--- config.mk ---
export PLATFORM = sky130hd
export DESIGN_NAME = pitch_rect_copier
export DESIGN_NICKNAME = d
export VERILOG_FILES = /design/src/rtl/prc_pkg.sv /design/src/rtl/prc_regs.sv /design/src/rtl/prc_ctrl_dec.sv /design/src/rtl/prc_seq.sv /design/src/rtl/pitch_rect_copier.sv
export SDC_FILE = /design/constraint.sdc
export NUM_CORES = 1
export LEC_CHECK = 0
export ABC_AREA = 1
export BUFFER_PORTS_ARGS = -buffer_cell sky130_fd_sc_hd__buf_2
export CAP_MARGIN = 20
export CORE_MARGIN = 2
export CORE_UTILIZATION = 45
export CTS_CLUSTER_SIZE = 8
export DETAILED_ROUTE_END_ITERATION = 8
export PLACE_DENSITY_LB_ADDON = 0.1
export SYNTH_ARGS = -nofsm -noshare
export SYNTH_HDL_FRONTEND = slang
export SYNTH_SLANG_ARGS = --single-unit
export TNS_END_PERCENT = 20
--- constraint.sdc ---
create_clock -name clk -period 4.75 [get_ports clk]
set_input_delay 0.475 -clock clk [delete_from_list [all_inputs] [get_ports clk]]
set_output_delay 0.475 -clock clk [all_outputs]
set_load 0.02 [all_outputs]
--- src/rtl/prc_pkg.sv ---
package prc_pkg;

  localparam int IX_CTRL     = 'h0C0;
  localparam int IX_RANGE_LO = 'h100;
  localparam int NUM_CFG     = 8;

  localparam int SLOT_SRC_HI = 0;
  localparam int SLOT_SRC_LO = 1;
  localparam int SLOT_DST_HI = 2;
  localparam int SLOT_DST_LO = 3;
  localparam int SLOT_SSTR   = 4;
  localparam int SLOT_DSTR   = 5;
  localparam int SLOT_LEN    = 6;
  localparam int SLOT_CNT    = 7;

  typedef enum logic [1:0] {
    ST_IDLE = 2'd0,
    ST_RD   = 2'd1,
    ST_WR   = 2'd2
  } seq_state_e;

  typedef struct packed {
    logic       remap;
    logic       multi;
    logic       dst_pitch;
    logic       src_pitch;
    logic [1:0] intr;
    logic [1:0] sem;
    logic       flush;
    logic [1:0] xfer;
  } ctrl_t;

  function automatic ctrl_t ctrl_unpack(input logic [10:0] w);
    ctrl_t c;
    c.xfer      = w[1:0];
    c.flush     = w[2];
    c.sem       = w[4:3];
    c.intr      = w[6:5];
    c.src_pitch = w[7];
    c.dst_pitch = w[8];
    c.multi     = w[9];
    c.remap     = w[10];
    return c;
  endfunction

  function automatic logic ctrl_supported(input ctrl_t c);
    return (c.xfer == 2'd2) && (c.sem == 2'd0) && (c.intr == 2'd0) &&
           c.src_pitch && c.dst_pitch && !c.remap;
  endfunction

  function automatic logic [31:0] row_total(input logic multi, input logic [31:0] cnt);
    return multi ? cnt : 32'd1;
  endfunction

endpackage

--- src/rtl/prc_regs.sv ---
module prc_regs
  import prc_pkg::*;
#(
  parameter int IDX_W = 11,
  parameter int DW    = 32,
  parameter int UP_W  = 8,
  localparam int AW   = DW + UP_W
) (
  input  logic             clk,
  input  logic             rst_n,
  input  logic             we,
  input  logic [IDX_W-1:0] idx,
  input  logic [DW-1:0]    data,
  output logic             ctrl_hit,
  output logic [AW-1:0]    src_base,
  output logic [AW-1:0]    dst_base,
  output logic [DW-1:0]    src_stride,
  output logic [DW-1:0]    dst_stride,
  output logic [DW-1:0]    row_len,
  output logic [DW-1:0]    row_cnt
);

  logic [DW-1:0] slot [NUM_CFG];

  for (genvar g = 0; g < NUM_CFG; g++) begin : g_slot
    always_ff @(posedge clk) begin
      if (!rst_n)
        slot[g] <= '0;
      else if (we && (idx == IDX_W'(IX_RANGE_LO + g)))
        slot[g] <= data;
    end
  end

  assign ctrl_hit   = we && (idx == IDX_W'(IX_CTRL));
  assign src_base   = {slot[SLOT_SRC_HI][UP_W-1:0], slot[SLOT_SRC_LO]};
  assign dst_base   = {slot[SLOT_DST_HI][UP_W-1:0], slot[SLOT_DST_LO]};
  assign src_stride = slot[SLOT_SSTR];
  assign dst_stride = slot[SLOT_DSTR];
  assign row_len    = slot[SLOT_LEN];
  assign row_cnt    = slot[SLOT_CNT];

endmodule

--- src/rtl/prc_ctrl_dec.sv ---
module prc_ctrl_dec
  import prc_pkg::*;
(
  input  logic [10:0] word,
  output logic        supported,
  output logic        multi
);

  ctrl_t c;

  assign c         = ctrl_unpack(word);
  assign supported = ctrl_supported(c);
  assign multi     = c.multi;

endmodule

--- src/rtl/prc_seq.sv ---
module prc_seq
  import prc_pkg::*;
#(
  parameter int DW   = 32,
  parameter int UP_W = 8,
  localparam int AW  = DW + UP_W
) (
  input  logic          clk,
  input  logic          rst_n,
  input  logic          ctrl_hit,
  input  logic          supported,
  input  logic          multi,
  input  logic [AW-1:0] src_base,
  input  logic [AW-1:0] dst_base,
  input  logic [DW-1:0] src_stride,
  input  logic [DW-1:0] dst_stride,
  input  logic [DW-1:0] row_len,
  input  logic [DW-1:0] row_cnt,
  input  logic          mem_ready,
  output logic          busy,
  output logic          done,
  output logic          err,
  output logic          req_valid,
  output logic          req_write,
  output logic [AW-1:0] req_addr,
  output logic [DW-1:0] req_len,
  output logic          start,
  output logic          wr_accept,
  output logic          last_row
);

  seq_state_e    state;
  logic [AW-1:0] cur_src, cur_dst;
  logic [DW-1:0] str_s, str_d, len_q, left;
  logic [DW-1:0] rows;
  logic          empty;

  assign rows      = row_total(multi, row_cnt);
  assign empty     = (row_len == '0) || (rows == '0);
  assign start     = ctrl_hit && (state == ST_IDLE);
  assign wr_accept = (state == ST_WR) && mem_ready;
  assign last_row  = (left == DW'(1));

  always_ff @(posedge clk) begin
    if (!rst_n) begin
      state   <= ST_IDLE;
      done    <= 1'b0;
      err     <= 1'b0;
      cur_src <= '0;
      cur_dst <= '0;
      str_s   <= '0;
      str_d   <= '0;
      len_q   <= '0;
      left    <= '0;
    end else begin
      done <= 1'b0;
      unique case (state)
        ST_IDLE: begin
          if (start) begin
            if (!supported) begin
              err <= 1'b1;
            end else begin
              err <= 1'b0;
              if (empty) begin
                done <= 1'b1;
              end else begin
                state   <= ST_RD;
                cur_src <= src_base;
                cur_dst <= dst_base;
                str_s   <= src_stride;
                str_d   <= dst_stride;
                len_q   <= row_len;
                left    <= rows;
              end
            end
          end
        end
        ST_RD: begin
          if (mem_ready) state <= ST_WR;
        end
        ST_WR: begin
          if (mem_ready) begin
            if (last_row) begin
              state <= ST_IDLE;
              done  <= 1'b1;
            end else begin
              state   <= ST_RD;
              left    <= left - DW'(1);
              cur_src <= cur_src + AW'(str_s);
              cur_dst <= cur_dst + AW'(str_d);
            end
          end
        end
        default: state <= ST_IDLE;
      endcase
    end
  end

  assign busy      = (state != ST_IDLE);
  assign req_valid = busy;
  assign req_write = (state == ST_WR);
  assign req_addr  = (state == ST_WR) ? cur_dst : cur_src;
  assign req_len   = len_q;

endmodule

--- src/rtl/pitch_rect_copier.sv ---
module pitch_rect_copier
  import prc_pkg::*;
#(
  parameter int IDX_W = 11,
  parameter int DW    = 32,
  parameter int UP_W  = 8,
  localparam int AW   = DW + UP_W
) (
  input  logic             clk,
  input  logic             rst_n,
  input  logic             cfg_we,
  input  logic [IDX_W-1:0] cfg_idx,
  input  logic [DW-1:0]    cfg_data,
  output logic             busy,
  output logic             done,
  output logic             err,
  output logic             mem_req_valid,
  output logic             mem_req_write,
  output logic [AW-1:0]    mem_req_addr,
  output logic [DW-1:0]    mem_req_len,
  input  logic             mem_req_ready
);

  logic          ctrl_hit, supported, multi;
  logic          start, wr_accept, last_row;
  logic [AW-1:0] src_base, dst_base;
  logic [DW-1:0] src_stride, dst_stride, row_len, row_cnt;

  prc_regs #(.IDX_W(IDX_W), .DW(DW), .UP_W(UP_W)) u_regs (
    .clk(clk), .rst_n(rst_n), .we(cfg_we), .idx(cfg_idx), .data(cfg_data),
    .ctrl_hit(ctrl_hit), .src_base(src_base), .dst_base(dst_base),
    .src_stride(src_stride), .dst_stride(dst_stride),
    .row_len(row_len), .row_cnt(row_cnt)
  );

  prc_ctrl_dec u_dec (
    .word(cfg_data[10:0]), .supported(supported), .multi(multi)
  );

  prc_seq #(.DW(DW), .UP_W(UP_W)) u_seq (
    .clk(clk), .rst_n(rst_n), .ctrl_hit(ctrl_hit), .supported(supported),
    .multi(multi), .src_base(src_base), .dst_base(dst_base),
    .src_stride(src_stride), .dst_stride(dst_stride),
    .row_len(row_len), .row_cnt(row_cnt), .mem_ready(mem_req_ready),
    .busy(busy), .done(done), .err(err), .req_valid(mem_req_valid),
    .req_write(mem_req_write), .req_addr(mem_req_addr), .req_len(mem_req_len),
    .start(start), .wr_accept(wr_accept), .last_row(last_row)
  );

endmodule

==> Yosys cells after proc, flatten, opt, wreduce, memory -nomap -nowiden <==
Memories as Yosys holds them, arrays and structs flattened. A register that Yosys moved wholly into a read port is not among the register bits.
Cells that the tools add are included.
{ "totals": {"reg_bits": 148, "ram_bits": 256, "inputBits": 47, "output_inout_bits": 77, "elab_cells": 136, "mem_count": 1} }
{ "memory_table": {"columns": ["name", "depth", "width", "read_ports", "rd_ports_with_merged_regs", "write_ports", "line", "source"], "rows": [
  ["u_regs.slot", 8, 32, 8, 2, 8, "prc_regs.sv:23", "logic [DW-1:0] slot [NUM_CFG];"]
]} }
{ "op_classes": {"addsub": 3, "n_eq_ne": 19, "n_mux": 67, "bitwise_logic": 9, "n_reduce_logical": 30} }
{ "op_table": {"columns": ["cell", "count"], "rows": [
  ["32-bit 2-to-1 mux", 14],
  ["40-bit 2-to-1 mux", 11],
  ["40-bit case mux with 2 select lines", 2],
  ["11-bit by 9-bit == test with 1-bit output (second input constant)", 8],
  ["40-bit by 32-bit adder with 40-bit output", 2],
  ["32-bit zero test", 2],
  ["32-bit case mux with 2 select lines", 1],
  ["32-bit by 1-bit == test with 1-bit output (second input constant)", 1],
  ["1-bit 2-to-1 mux", 32],
  ["32-bit by 1-bit subtractor with 32-bit output (second input constant)", 1],
  ["1-bit logical AND", 15],
  ["11-bit by 8-bit == test with 1-bit output (second input constant)", 1],
  ["2-bit 2-to-1 mux", 5],
  ["2-bit != test (second input constant)", 4],
  ["1-bit OR", 8],
  ["2-bit zero test", 3],
  ["2-bit case mux with 3 select lines", 1],
  ["6-bit AND reduction", 1],
  ["5-bit AND reduction", 1],
  ["2-bit == test (second input constant)", 2],
  ["2-bit by 1-bit != test with 1-bit output (second input constant)", 2],
  ["4-bit AND reduction", 1],
  ["2-bit nonzero test", 2],
  ["1-bit zero test", 3],
  ["5 further kinds", 5]
]} }

==> Longest topological paths before layout <==
{ "depth": {"ltp_word": 9, "depth_mapped": 18, "ltp_nobuf": 18} }

==> Hierarchy <==
A second synthesis with hierarchy kept.
{ "hier_totals": {"cells_unflattened": 3231, "hier_area_um2": 23158.5} }
{ "modules_own_cells": {"columns": ["mod", "n_inst", "cells_each", "area_each_um2"], "rows": [
  ["prc_seq", 1, 2697, 15504.9],
  ["prc_regs", 1, 523, 7604.8],
  ["prc_ctrl_dec", 1, 11, 48.8]
]} }

==> Worst setup path before layout <==
Ideal clock, no wire load.
{ "synth_timing": {"kind": "input-to-reg", "start": "input port cfg_idx[9]", "end": "memory u_regs.slot[4][0], enable pin", "arrival_time_ns": 3.546, "required_time_ns": 4.284, "setup_slack_ns": 0.738, "stages": 5, "n_path_buf": 0, "cell_sequence": "nor2_1 -> nand2_1 -> nor4_1 -> nand3b_1 -> o21ai_0"} }
{ "synth_lines": {"columns": ["item", "line", "source"], "rows": [
  ["from (decl)", "pitch_rect_copier.sv:12", "input logic [IDX_W-1:0] cfg_idx,"],
  ["to (decl)", "prc_regs.sv:23", null]
]} }

==> Worst setup path after layout <==
{ "layout_timing": {"start": "register u_seq.state[0]", "end": "output port mem_req_addr[3]"} }
{ "layout_between": {"elab_chain_len": 2} }
{ "layout_lines": {"columns": ["item", "line", "source"], "rows": [
  ["from (decl)", "prc_seq.sv:32", "seq_state_e state;"],
  ["from (signal assigned)", "prc_seq.sv:46", "state <= ST_IDLE;"],
  ["from (signal assigned)", "prc_seq.sv:67", "state <= ST_RD;"],
  ["from (signal assigned)", "prc_seq.sv:79", "if (mem_ready) state <= ST_WR;"],
  ["2-bit == test", null, null],
  ["40-bit 2-to-1 mux", "prc_seq.sv:102", "assign req_addr = (state == ST_WR) ? cur_dst : cur_src;"],
  ["to (decl)", "pitch_rect_copier.sv:19", "output logic [AW-1:0] mem_req_addr,"]
]} }
Every way passes these cells.

==> metrics.cfg <==
[cells_and_area]
nets=3346
diodes=0
nFillCells=5055
multiInputGateArea_um2=10300
layout_common_cells=nand2_1 (791), nor2_1 (538), inv_1 (379)
final_cells=3951
drive_above_1_share=0.0747
area_growth_pct=13.5
mostFrequentLayoutCell=nand2_1
register_area_um2=10500

[pwr]
p_leak_nw=11.7
powerDensity_nw_per_um2=317
ir_drop_v=0.000314

[critical_path]
worstPathRequired_ns=4.28
worst-setup-path-type=flop to primary output
cp-start-kind=flop
worst-path-max-fanout=148
arrival_ns=3.24
cp-end-kind=primary output

[synthesis]
async_flop_share=0
synth-seq-cells=420
synth-edff-count=208
netlist.area_leader.share=0.275
ys_warn_count=0
yosys.area.top_type=edfxtp_1
avgSynthCellArea_um2=7.23
syn_inst=3145
seq_area_frac_synth=0.461
post_synth_main_area_contributors=edfxtp_1 (27%), dfxtp_1 (19%), nand2_1 (13%), nor2_1 (8.9%), a21oi_1 (6.3%)
synth_area_um2=22700
synth.distinct_cells=38
ys.flop_type=dfxtp_1
syn_nets=3260

[drt]
wire_per_inst_um=20.0
drt_first_iter_violations=1996
drc=0
routed_via_density=5.35
first_pass_iters=5
detail-route-antenna-nets=0
vias=21100
wl_mm=79.0

[clock_network]
insertion_delay_ns=0.64
ctsResizeCount=0
cts_setup_buffers=0
cts_tree=built
clk_path_buf_depth=3
hold_buffers=0
ctsHtreeMaxLevel=2
clock-sinks=420
numCtsBuffers=59
root_buffer=clkbuf_16
clk_pin_slew_worst_paths_ns=0.05

[die]
dieArea_um2=52300
boundaryPins=124
rows=82
die_h_um=229
die_w_um=229
initial_core_util=0.454
core_area_um2=50100

[global_routing]
grt_first_pass_wirelength_mm=119
grt_pass1_vias=19700
grt_use_total=0.297
antenna_found_initial=1
overflow=0
grt_max_degree=149

[timing]
setup_violations=0
finalCritPeriodShare=0.783
finalClockSkew_ns=0.0620
clock.fmax_mhz=269
fin_setup_tns_ns=0
hold_violations=0
finalMaxSlewViolations=0
min_period_ns=3.72
rsz0062_at_grt=no
worst_pin_slew_ns=1.01
relSlewSlack=0.324

[worst_hold_path]
min_path_type=input pin to flop

[placed_design]
gp_congestion=0.945
dp_hpwl_mm=55.8
io_buffers=123
placed_cells=3837

[status]
status=finished, final reports clean

[flow_run]
maxCapViolCount=0

[final timing paths]
kind / to / slack, ns / start / cells after the start
hold reg to reg: u_seq.str_d[21] / 0.48 / u_regs.slot[5][21] / 2
hold / removal: u_seq.state[1] / 0.18 / mem_req_ready / 3
setup / recovery: mem_req_addr[3] / 1.03 / u_seq.state[0] / 6
setup reg to reg: u_seq.cur_dst[15] / 1.68 / u_seq.state[1] / 12
[metal layers]
metal / GRT usage / vias up / part of all wire / routed length, µm
li1: - / 10300 / - / -
met1: 0.389 / 9924 / 0.42 / 33400
met2: 0.501 / 787 / 0.47 / 37200
met3: 0.0484 / 120 / 0.074 / 5850
met4: 0.0970 / 2 / 0.033 / 2620
met5: 0 / - / 0.00016 / 13
[report_power, final]
part	internal (mW)	total [mW]	switching (mW)
Combinational	0.0575	0.287	0.230
Clock	2.33	3.97	1.63
Sequential	3.89	3.92	0.0312
Total	6.28	8.17	1.89
[critical path: stages (launching register included)]
cell and delay [ns]:
dfxtp_1 0.37, inv_1 0.11, nand2_4 0.61, inv_4 0.08, buf_12 0.23, o21ai_0 0.63, buf_2 0.26
[synth_stat cells (all sizes together) (2+ instances only)]
| master | count |
|---|---|
| o21a | 5 |
| ha | 66 |
| fa | 2 |
| clkbuf | 71 |
| nand3 | 159 |
| o21ai | 229 |
| nand2 | 793 |
| nor2 | 539 |
| a21oi | 285 |
| nand4 | 22 |
| a211oi | 8 |
| nor3 | 32 |
| or2 | 13 |
| a21boi | 2 |
| xnor2 | 22 |
| xor2 | 16 |
| edfxtp | 208 |
| buf | 53 |
| inv | 385 |
| nand3b | 8 |
| nor4 | 8 |
| dfxtp | 212 |
[registers in the layout, summed over array words and instances (netlist names)]
name,count
u_regs.slot,208
u_seq.err,1
u_seq.str_d,32
u_seq.cur_src,40
u_seq.state,2
u_seq.done,1
u_seq.cur_dst,40
u_seq.str_s,32
u_seq.req_len,32
u_seq.left,32
[cell type report]
type                       instances  share of cell area
multi-input combinational       2215               0.399
clock inverter                     5             0.00364
clock buffer                     104              0.0638
timing repair buffer             149              0.0377
tap                              672              0.0326
sequential                       420               0.407
inverter                         386              0.0563
[metrics by stage]
step                 util  instance area [µm²]  power, mW  hold slack, ns  worst slack [ns]
floorplan               -                22700       4.12           0.440             0.738
global placement    0.477                23900       4.27           0.464              1.66
detailed placement  0.478                23900       4.27           0.475              1.59
CTS                 0.513                25700       8.22           0.148              1.17
global route        0.515                25800       8.41           0.192             0.987
finish              0.515                25800       8.17           0.182              1.03
[cells by family (layout without fill, tap and decap cells)]
| logic type | after synthesis | count (layout) | share of synthesized area |
|---|---|---|---|
| AOI/OAI and AO/OA | 534 | 534 | 0.120 |
| xor gates and xnor gates | 38 | 38 | 0.0146 |
| adders and majority gates | 68 | 68 | 0.0381 |
| buffers and inverters | 510 | 644 | 0.0885 |
| DFF | 420 | 420 | 0.461 |
| and+or+nand+nor | 1575 | 1575 | 0.277 |
Note: power is estimated with default switching activity, not from simulation.
